**config.mk**
```make
export PLATFORM = sky130hd
export DESIGN_NAME = smb_hsts_reg
export DESIGN_NICKNAME = d
export VERILOG_FILES = /design/src/rtl/smb_hsts_pkg.sv /design/src/rtl/smb_hsts_sticky.sv /design/src/rtl/smb_hsts_seq.sv /design/src/rtl/smb_hsts_sem.sv /design/src/rtl/smb_hsts_reg.sv
export SDC_FILE = /design/constraint.sdc
export NUM_CORES = 1
export LEC_CHECK = 0
export ABC_AREA = 1
export BUFFER_PORTS_ARGS = -buffer_cell sky130_fd_sc_hd__buf_2
export CORE_AREA = 5 5 42 44
export DETAILED_ROUTE_END_ITERATION = 7
export DIE_AREA = 0 0 47 49
export PLACE_DENSITY = 0.68
export SLEW_MARGIN = 20
export SYNTH_ARGS = -nofsm -noshare
export SYNTH_HDL_FRONTEND = slang
export SYNTH_SLANG_ARGS = --single-unit
```
**constraint.sdc**
```tcl
create_clock -name clk -period 1.02 [get_ports clk]
set_input_delay 0.102 -clock clk [delete_from_list [all_inputs] [get_ports clk]]
set_output_delay 0.102 -clock clk [all_outputs]
set_load 0.02 [all_outputs]
```
**src/rtl/smb_hsts_pkg.sv**
```systemverilog
`timescale 1ns/1ps
package smb_hsts_pkg;
    localparam int STAT_W    = 8;
    localparam int POS_BD    = 7;
    localparam int POS_INUSE = 6;
    localparam int POS_ALERT = 5;
    localparam int POS_INTR  = 1;

    localparam int N_STICKY  = 3;
    localparam int IDX_BD    = 0;
    localparam int IDX_ALERT = 1;
    localparam int IDX_INTR  = 2;

    typedef enum logic {SEQ_IDLE, SEQ_HOLD} seq_state_e;
    typedef enum logic {SEM_FREE, SEM_TAKEN} sem_state_e;
endpackage

```
**src/rtl/smb_hsts_sticky.sv**
```systemverilog
`timescale 1ns/1ps
module smb_hsts_sticky (
    input  logic clk,
    input  logic rst_n,
    input  logic sync_clr,
    input  logic set_i,
    input  logic clr_i,
    output logic q_o
);
    // A reset clear beats everything; after that a set beats a software clear.
    always_ff @(posedge clk or negedge rst_n) begin
        if (!rst_n)        q_o <= 1'b0;
        else if (sync_clr) q_o <= 1'b0;
        else if (set_i)    q_o <= 1'b1;
        else if (clr_i)    q_o <= 1'b0;
    end
endmodule

```
**src/rtl/smb_hsts_seq.sv**
```systemverilog
`timescale 1ns/1ps
module smb_hsts_seq
    import smb_hsts_pkg::*;
(
    input  logic clk,
    input  logic rst_n,
    input  logic sync_clr,
    input  logic last_set_i,
    input  logic bd_set_i,
    input  logic bd_clr_i,
    output logic release_o,
    output logic hold_o
);
    seq_state_e state_q, state_d;

    always_ff @(posedge clk or negedge rst_n) begin
        if (!rst_n)        state_q <= SEQ_IDLE;
        else if (sync_clr) state_q <= SEQ_IDLE;
        else               state_q <= state_d;
    end

    always_comb begin
        state_d = state_q;
        unique case (state_q)
            SEQ_IDLE: if (last_set_i)             state_d = SEQ_HOLD;
            SEQ_HOLD: if (bd_clr_i && !bd_set_i)  state_d = SEQ_IDLE;
            default:                              state_d = SEQ_IDLE;
        endcase
    end

    // The release fires only when the clear of byte-done actually takes effect.
    always_comb begin
        hold_o    = (state_q == SEQ_HOLD);
        release_o = (state_q == SEQ_HOLD) && bd_clr_i && !bd_set_i;
    end

    assert_hold_exit_R5: assert property (@(posedge clk) disable iff (!rst_n)
        (state_q == SEQ_HOLD && !sync_clr && bd_set_i) |=> (state_q == SEQ_HOLD));
endmodule

```
**src/rtl/smb_hsts_sem.sv**
```systemverilog
`timescale 1ns/1ps
module smb_hsts_sem
    import smb_hsts_pkg::*;
(
    input  logic clk,
    input  logic rst_n,
    input  logic sync_clr,
    input  logic take_i,
    input  logic free_i,
    output logic busy_o
);
    sem_state_e state_q, state_d;

    always_ff @(posedge clk or negedge rst_n) begin
        if (!rst_n)        state_q <= SEM_FREE;
        else if (sync_clr) state_q <= SEM_FREE;
        else               state_q <= state_d;
    end

    always_comb begin
        state_d = state_q;
        unique case (state_q)
            SEM_FREE:  if (take_i)            state_d = SEM_TAKEN;
            SEM_TAKEN: if (free_i && !take_i) state_d = SEM_FREE;
            default:                          state_d = SEM_FREE;
        endcase
    end

    always_comb busy_o = (state_q == SEM_TAKEN);

    assert_take_wins_R11: assert property (@(posedge clk) disable iff (!rst_n)
        (take_i && free_i && !sync_clr) |=> busy_o);
endmodule

```
**src/rtl/smb_hsts_reg.sv**
```systemverilog
`timescale 1ns/1ps
module smb_hsts_reg
    import smb_hsts_pkg::*;
#(
    parameter int ADDR_W  = 5,
    parameter int REG_OFS = 0
) (
    input  logic              clk,
    input  logic              rsm_rst_n,
    input  logic              plat_rst_n,
    input  logic              warm_rst_req,
    input  logic              reg_rd,
    input  logic              reg_wr,
    input  logic [ADDR_W-1:0] reg_addr,
    input  logic [7:0]        reg_wdata,
    output logic [7:0]        reg_rdata,
    input  logic              byte_evt,
    input  logic              blk_xfer,
    input  logic              last_byte,
    input  logic              buf_en,
    input  logic              hb_xfer,
    input  logic              done_evt,
    input  logic              alert_int,
    input  logic              alert_gpi,
    input  logic              gie,
    output logic              irq
);
    localparam logic [ADDR_W-1:0] OFS_A = ADDR_W'(REG_OFS);

    logic                hit, rd_hit, wr_hit;
    logic                byte_ok, seq_rel, seq_hold, inuse_q;
    logic                clr_all, clr_plat;
    logic [N_STICKY-1:0] st_set, st_clr, st_sclr, st_q;
    logic [STAT_W-1:0]   status;

    always_comb begin
        hit      = (reg_addr == OFS_A);
        rd_hit   = reg_rd && hit;
        wr_hit   = reg_wr && hit;
        byte_ok  = byte_evt && blk_xfer && !buf_en && !hb_xfer;
        clr_all  = warm_rst_req;
        clr_plat = warm_rst_req || !plat_rst_n;
    end

    // Per-flag set, clear and reset-domain selection.
    always_comb begin
        st_set[IDX_BD]    = byte_ok;
        st_clr[IDX_BD]    = wr_hit && reg_wdata[POS_BD];
        st_sclr[IDX_BD]   = clr_plat;
        st_set[IDX_ALERT] = alert_int && !alert_gpi;
        st_clr[IDX_ALERT] = wr_hit && reg_wdata[POS_ALERT];
        st_sclr[IDX_ALERT]= clr_all;
        st_set[IDX_INTR]  = done_evt || seq_rel;
        st_clr[IDX_INTR]  = wr_hit && reg_wdata[POS_INTR];
        st_sclr[IDX_INTR] = clr_plat;
    end

    for (genvar g = 0; g < N_STICKY; g++) begin : g_flag
        smb_hsts_sticky u_flag (
            .clk      (clk),
            .rst_n    (rsm_rst_n),
            .sync_clr (st_sclr[g]),
            .set_i    (st_set[g]),
            .clr_i    (st_clr[g]),
            .q_o      (st_q[g])
        );
    end

    smb_hsts_seq u_seq (
        .clk        (clk),
        .rst_n      (rsm_rst_n),
        .sync_clr   (clr_plat),
        .last_set_i (byte_ok && last_byte),
        .bd_set_i   (byte_ok),
        .bd_clr_i   (wr_hit && reg_wdata[POS_BD]),
        .release_o  (seq_rel),
        .hold_o     (seq_hold)
    );

    smb_hsts_sem u_sem (
        .clk      (clk),
        .rst_n    (rsm_rst_n),
        .sync_clr (clr_plat),
        .take_i   (rd_hit),
        .free_i   (wr_hit && reg_wdata[POS_INUSE]),
        .busy_o   (inuse_q)
    );

    always_comb begin
        status            = '0;
        status[POS_BD]    = st_q[IDX_BD];
        status[POS_INUSE] = inuse_q;
        status[POS_ALERT] = st_q[IDX_ALERT];
        status[POS_INTR]  = st_q[IDX_INTR];
        reg_rdata         = rd_hit ? status : 8'h00;
        irq               = gie && (st_q[IDX_BD] || st_q[IDX_ALERT] || st_q[IDX_INTR]);
    end

    assert_bd_blocked_R3: assert property (@(posedge clk) disable iff (!rsm_rst_n)
        (byte_evt && (buf_en || hb_xfer) && !st_q[IDX_BD]) |=> !st_q[IDX_BD]);

    assert_w0_keeps_bd_R4: assert property (@(posedge clk) disable iff (!rsm_rst_n)
        (plat_rst_n && !warm_rst_req && reg_wr && !reg_wdata[POS_BD] && st_q[IDX_BD])
        |=> st_q[IDX_BD]);

    assert_release_intr_R5: assert property (@(posedge clk) disable iff (!rsm_rst_n)
        (seq_hold && plat_rst_n && !warm_rst_req && wr_hit && reg_wdata[POS_BD] && !byte_ok)
        |=> st_q[IDX_INTR]);

    assert_inuse_take_R7: assert property (@(posedge clk) disable iff (!rsm_rst_n)
        (rd_hit && plat_rst_n && !warm_rst_req) |=> inuse_q);

    assert_alert_gpi_R9: assert property (@(posedge clk) disable iff (!rsm_rst_n)
        (alert_gpi && !st_q[IDX_ALERT]) |=> !st_q[IDX_ALERT]);

    assert_alert_plat_R10: assert property (@(posedge clk) disable iff (!rsm_rst_n)
        (!plat_rst_n && !warm_rst_req && st_q[IDX_ALERT] && !reg_wr) |=> st_q[IDX_ALERT]);

    assert_set_wins_R11: assert property (@(posedge clk) disable iff (!rsm_rst_n)
        (byte_ok && wr_hit && reg_wdata[POS_BD] && plat_rst_n && !warm_rst_req)
        |=> st_q[IDX_BD]);
endmodule

```
; After elaboration in Yosys (flattened, before gate mapping)
; Index checks and enable logic that the tools add are counted.
[totals]
word_cells = 55
register_bits = 5
inputBits = 28
out_inout_bits = 9
[classes]
reduce_logical = 30
bitwise_logic = 2
muxes = 18
[op_table]
columns = op, n
row1 = 1-bit logical AND, 16
row2 = 1-bit 2-to-1 mux, 15
row3 = 3-bit nonzero test, 3
row4 = 8-bit 2-to-1 mux, 1
row5 = 1-bit logical NOT, 6
row6 = 5-bit logical NOT, 1
row7 = 1-bit logical OR, 4
row8 = 1-bit case mux with 2 select lines, 2
row9 = 1-bit NOT, 2

; Depth between registers and ports, before layout
[logic_depth]
ltp_word = 8
depth_mapped = 8
ltp_nobuf = 8

; Modules after synthesis
; From an unflattened synthesis, not the netlist that was laid out.
[hier_totals]
hier_cells = 63
area_unflattened_um2 = 417.9
[modules_own_cells]
columns = module, seq_area_each_um2, area_each_um2, cells_each, instances
row1 = smb_hsts_reg, 0.0, 190.2, 37, 1
row2 = smb_hsts_sticky, 25.0, 45.0, 5, 3
row3 = smb_hsts_seq, 25.0, 47.5, 6, 1
row4 = smb_hsts_sem, 25.0, 45.0, 5, 1

; Least setup slack after synthesis
; No wires, ideal clock.
[synth_path]
path_type = register -> output
startpoint = reg g_flag[2].u_flag.q_o
endpoint = out irq
stages_incl_launch_ff = 3
t_arrival_ps = 780
slack_ps = 138
path_buffers = 0
required_ps = 918
path_cell_list = dfrtp_1 > inv_1 > a31oi_1
[synth_between]
elab_chain_cells = 2
[synth_rtl]
columns = item, line_no
row1 = start: declaration, smb_hsts_sticky.sv:8  ; output logic q_o
row2 = start signal: assignment, smb_hsts_sticky.sv:12  ; if (!rst_n) q_o <= 1'b0;
row3 = start signal: assignment, smb_hsts_sticky.sv:13  ; else if (sync_clr) q_o <= 1'b0;
row4 = start signal: assignment, smb_hsts_sticky.sv:14  ; else if (set_i) q_o <= 1'b1;
row5 = 1-bit logical OR, smb_hsts_reg.sv:96  ; irq = gie && (st_q[IDX_BD] || st_q[IDX_ALERT] || st_q[IDX_INTR]);
row6 = 1-bit logical AND, smb_hsts_reg.sv:96
row7 = end: declaration, smb_hsts_reg.sv:26  ; output logic irq
; No other way between the ends.

; Worst setup path after layout
[layout_path]
startpoint = reg g_flag[0].u_flag.q_o
endpoint = out irq
[layout_between]
elab_chain_cells = 3
[layout_rtl]
columns = item, line_no
row1 = start: declaration, smb_hsts_sticky.sv:8
row2 = start signal: assignment, smb_hsts_sticky.sv:12
row3 = start signal: assignment, smb_hsts_sticky.sv:13
row4 = start signal: assignment, smb_hsts_sticky.sv:14
row5 = 1-bit logical OR (2 in series), smb_hsts_reg.sv:96
row6 = 1-bit logical AND, smb_hsts_reg.sv:96
; No other way between the ends.

==> impl_results.md <==
* Status: finished with violations
* Failing checks: negative setup slack
* First-pass GRT wire length at approximately 1.6 mm
* Final wirelength at 1.106 mm
* Initial antenna violation count at 0
* Worst-path clk slew at 40 ps
* Slowest cell on crit path: dfrtp_1
* Vias in the first global route at between 400 and 500
* Post-route ant nets at 0
* Tot GR Track Use at about 10%
* Worst setup margin at -77.68 ps
* Crit path time final at ~1100 ps
* Seq cells post-synth at 5
* Avg WL per Cell at around 10 um
* CTS root buf: clkbuf_4
* Row Count at 14
* Post-Syn Instances at 60
* Crit path max fanout at 2
* Die height at between 40 and 50 um
* Number of I/O pins at 37
* Die X at roughly 47 um
* Req. time, crit path at between 900 and 1000 ps
* Commonest non-fill, non-tap cell in the layout: buf_2
* Number of buffers created by CTS at 3
* CP max stage delay at roughly 350 ps
* HPWL Detailed at 891.1 um
* Pin count of the biggest net entering global routing at 6
* Commonest cells after routing, fill and taps aside: 22 x buf_2, 12 x nand2_1, 11 x inv_1, 7 x buf_4, 5 x dfrtp_1
* Area delta synth->final at 61.95%
* CP Buf/Inv Count at 2
* Cell area after synthesis at ~400 um^2
* Port buffer count at 28
* CP Cell Sequence: inv_2 -> a31oi_1 -> buf_4
* Clock latency on the worst-skew pair at 240 ps
* Fmax at 0.9110 GHz
* Crit share post-route at 107.6%
* Critical path startpoint category: flip-flop
* Crit path max-delay family: flip-flops
* Core area at between 1000 and 1500 um^2
* RSZ-0062 raised after global routing: true
* Router iterations before antenna repair at 2
* DIE AREA at approximately 2300 um^2
* Critical Path End Type: output port
* Grt ovf at 0
* Ant diodes at 0
* Synth Warn # at 0
* CTS max path bufs at 2
* CTS tree: built
* Max Slew Vio Count at 0
* Clk sinks at 5
* H-tree depth at 1
* Nets at approximately 120
* Setup TNS at -77.68 ps
* Leak at ~0.35 nW
* Max_cap viols at 0
* Final hold vios at 0
* Power Dens Cells at ~890 nW/um^2
* Critical path type: reg2out
* Routed via count at 458
* Yosys cell types at 15
* DR iter-0 viols at 2
* Critical Path AT at 1000 ps
* Max rail drop VDD at between 0.7 and 0.8 mV
* DRC at 0
* Vias per std cell at 4.126
* Starting Density at around 28%
* Layout cells sized above 1 at between 50% and 60%
* Worst min-delay path class: in2reg
* Seq/Total Area, Yosys at 31.45%
* Syn Area/Cell at around 6.6 um^2
* Setup violators final at 1
* Clk_skew at 0.008882 ps
* Place WS at 15.79 ps
* Final RePlAce weighted congestion at about 0.72
where the power goes:
group / total [mW] / internal [mW] / leakage (nW) / switching (mW)
clock: 0.231 / 0.148 / 0.0150 / 0.0831
combinational: 0.136 / 0.0640 / 0.262 / 0.0719
sequential: 0.207 / 0.205 / 0.0683 / 0.00288
layer usage:
metal | global-route usage, % | share of wire [%]
met1 | 9.111 | 31
met2 | 16.52 | 54
met3 | 2.214 | 11
met4 | 9.677 | 3.6
met5 | 0 | 0
layout make-up:
type	instances	area [um^2]
tap	16	20.02
clock buffer	4	26.28
multi-input combinational	39	220.2
fill	149	757.0
inverter	15	57.56
sequential	5	125.1
timing repair buffer	32	195.2
path summary, 6_finish.rpt:
kind / from / to / slack (ps) / cells after the start
min: warm_rst_req / g_flag[1].u_flag.q_o / 20 / 2
max in group asynchronous: rsm_rst_n / g_flag[1].u_flag.q_o / 680 / 2
min in group asynchronous: rsm_rst_n / u_seq.hold_o / 200 / 2
max reg2reg: u_seq.hold_o / g_flag[2].u_flag.q_o / 130 / 6
max: g_flag[0].u_flag.q_o / irq / -80 / 3
min reg2reg: g_flag[1].u_flag.q_o / g_flag[1].u_flag.q_o / 520 / 2
timing repair:
action,in CTS,in global routing
pin swaps,1,8
setup endpoints to repair,2,7
hold buffers,1,0
buffers inserted,0,1
cloned,0,0
hold endpoints to repair,5,0
gates resized for setup,2,13
cell families after synthesis:
family | synth area share, %
other | 0.9425
AND/OR/NAND/NOR | 37.74
AO/OA/AOI/OAI | 7.862
buffers and inverters | 22.01
flip-flops | 31.45
metrics by stage:
| stage | power, mW | std cells | hold WS, ps | area, um^2 | utilization [%] |
|---|---|---|---|---|---|
| CTS | 0.5757 | 110 | 10.40 | 595.6 | 42.50 |
| detailed placement | 0.3268 | 105 | -75.09 | 554.3 | 39.55 |
| finish | 0.5745 | 111 | 19.26 | 644.4 | 45.98 |
| floorplan | 0.2734 | 63 | -193.6 | 409.1 | - |
| global route | 0.6225 | 111 | 17.80 | 644.4 | 45.98 |
| global placement | 0.3238 | 105 | -77.28 | 554.3 | 39.55 |
registers in the layout, summed over array words and instances, names as in the netlist:
name	flops
g_flag.u_flag.q_o	3
u_sem.busy_o	1
u_seq.hold_o	1
synthesized netlist by cell type:
| library cell | instances | share of area, % |
|---|---|---|
| a21oi_1 | 5 | 6.3 |
| a31oi_1 | 1 | 1.6 |
| buf_4 | 4 | 7.5 |
| clkinvlp_2 | 1 | 1.3 |
| conb_1 | 1 | 0.94 |
| dfrtp_1 | 5 | 31 |
| inv_1 | 13 | 12 |
| inv_2 | 1 | 0.94 |
| nand2_1 | 13 | 12 |
| nand2_2 | 1 | 1.6 |
| nand3_1 | 2 | 2.5 |
| nand3_2 | 3 | 7.5 |
| nor2_1 | 5 | 4.7 |
| nor2_2 | 4 | 6.3 |
| nor2_4 | 1 | 2.8 |
Note: power is estimated with default switching activity, not from simulation.
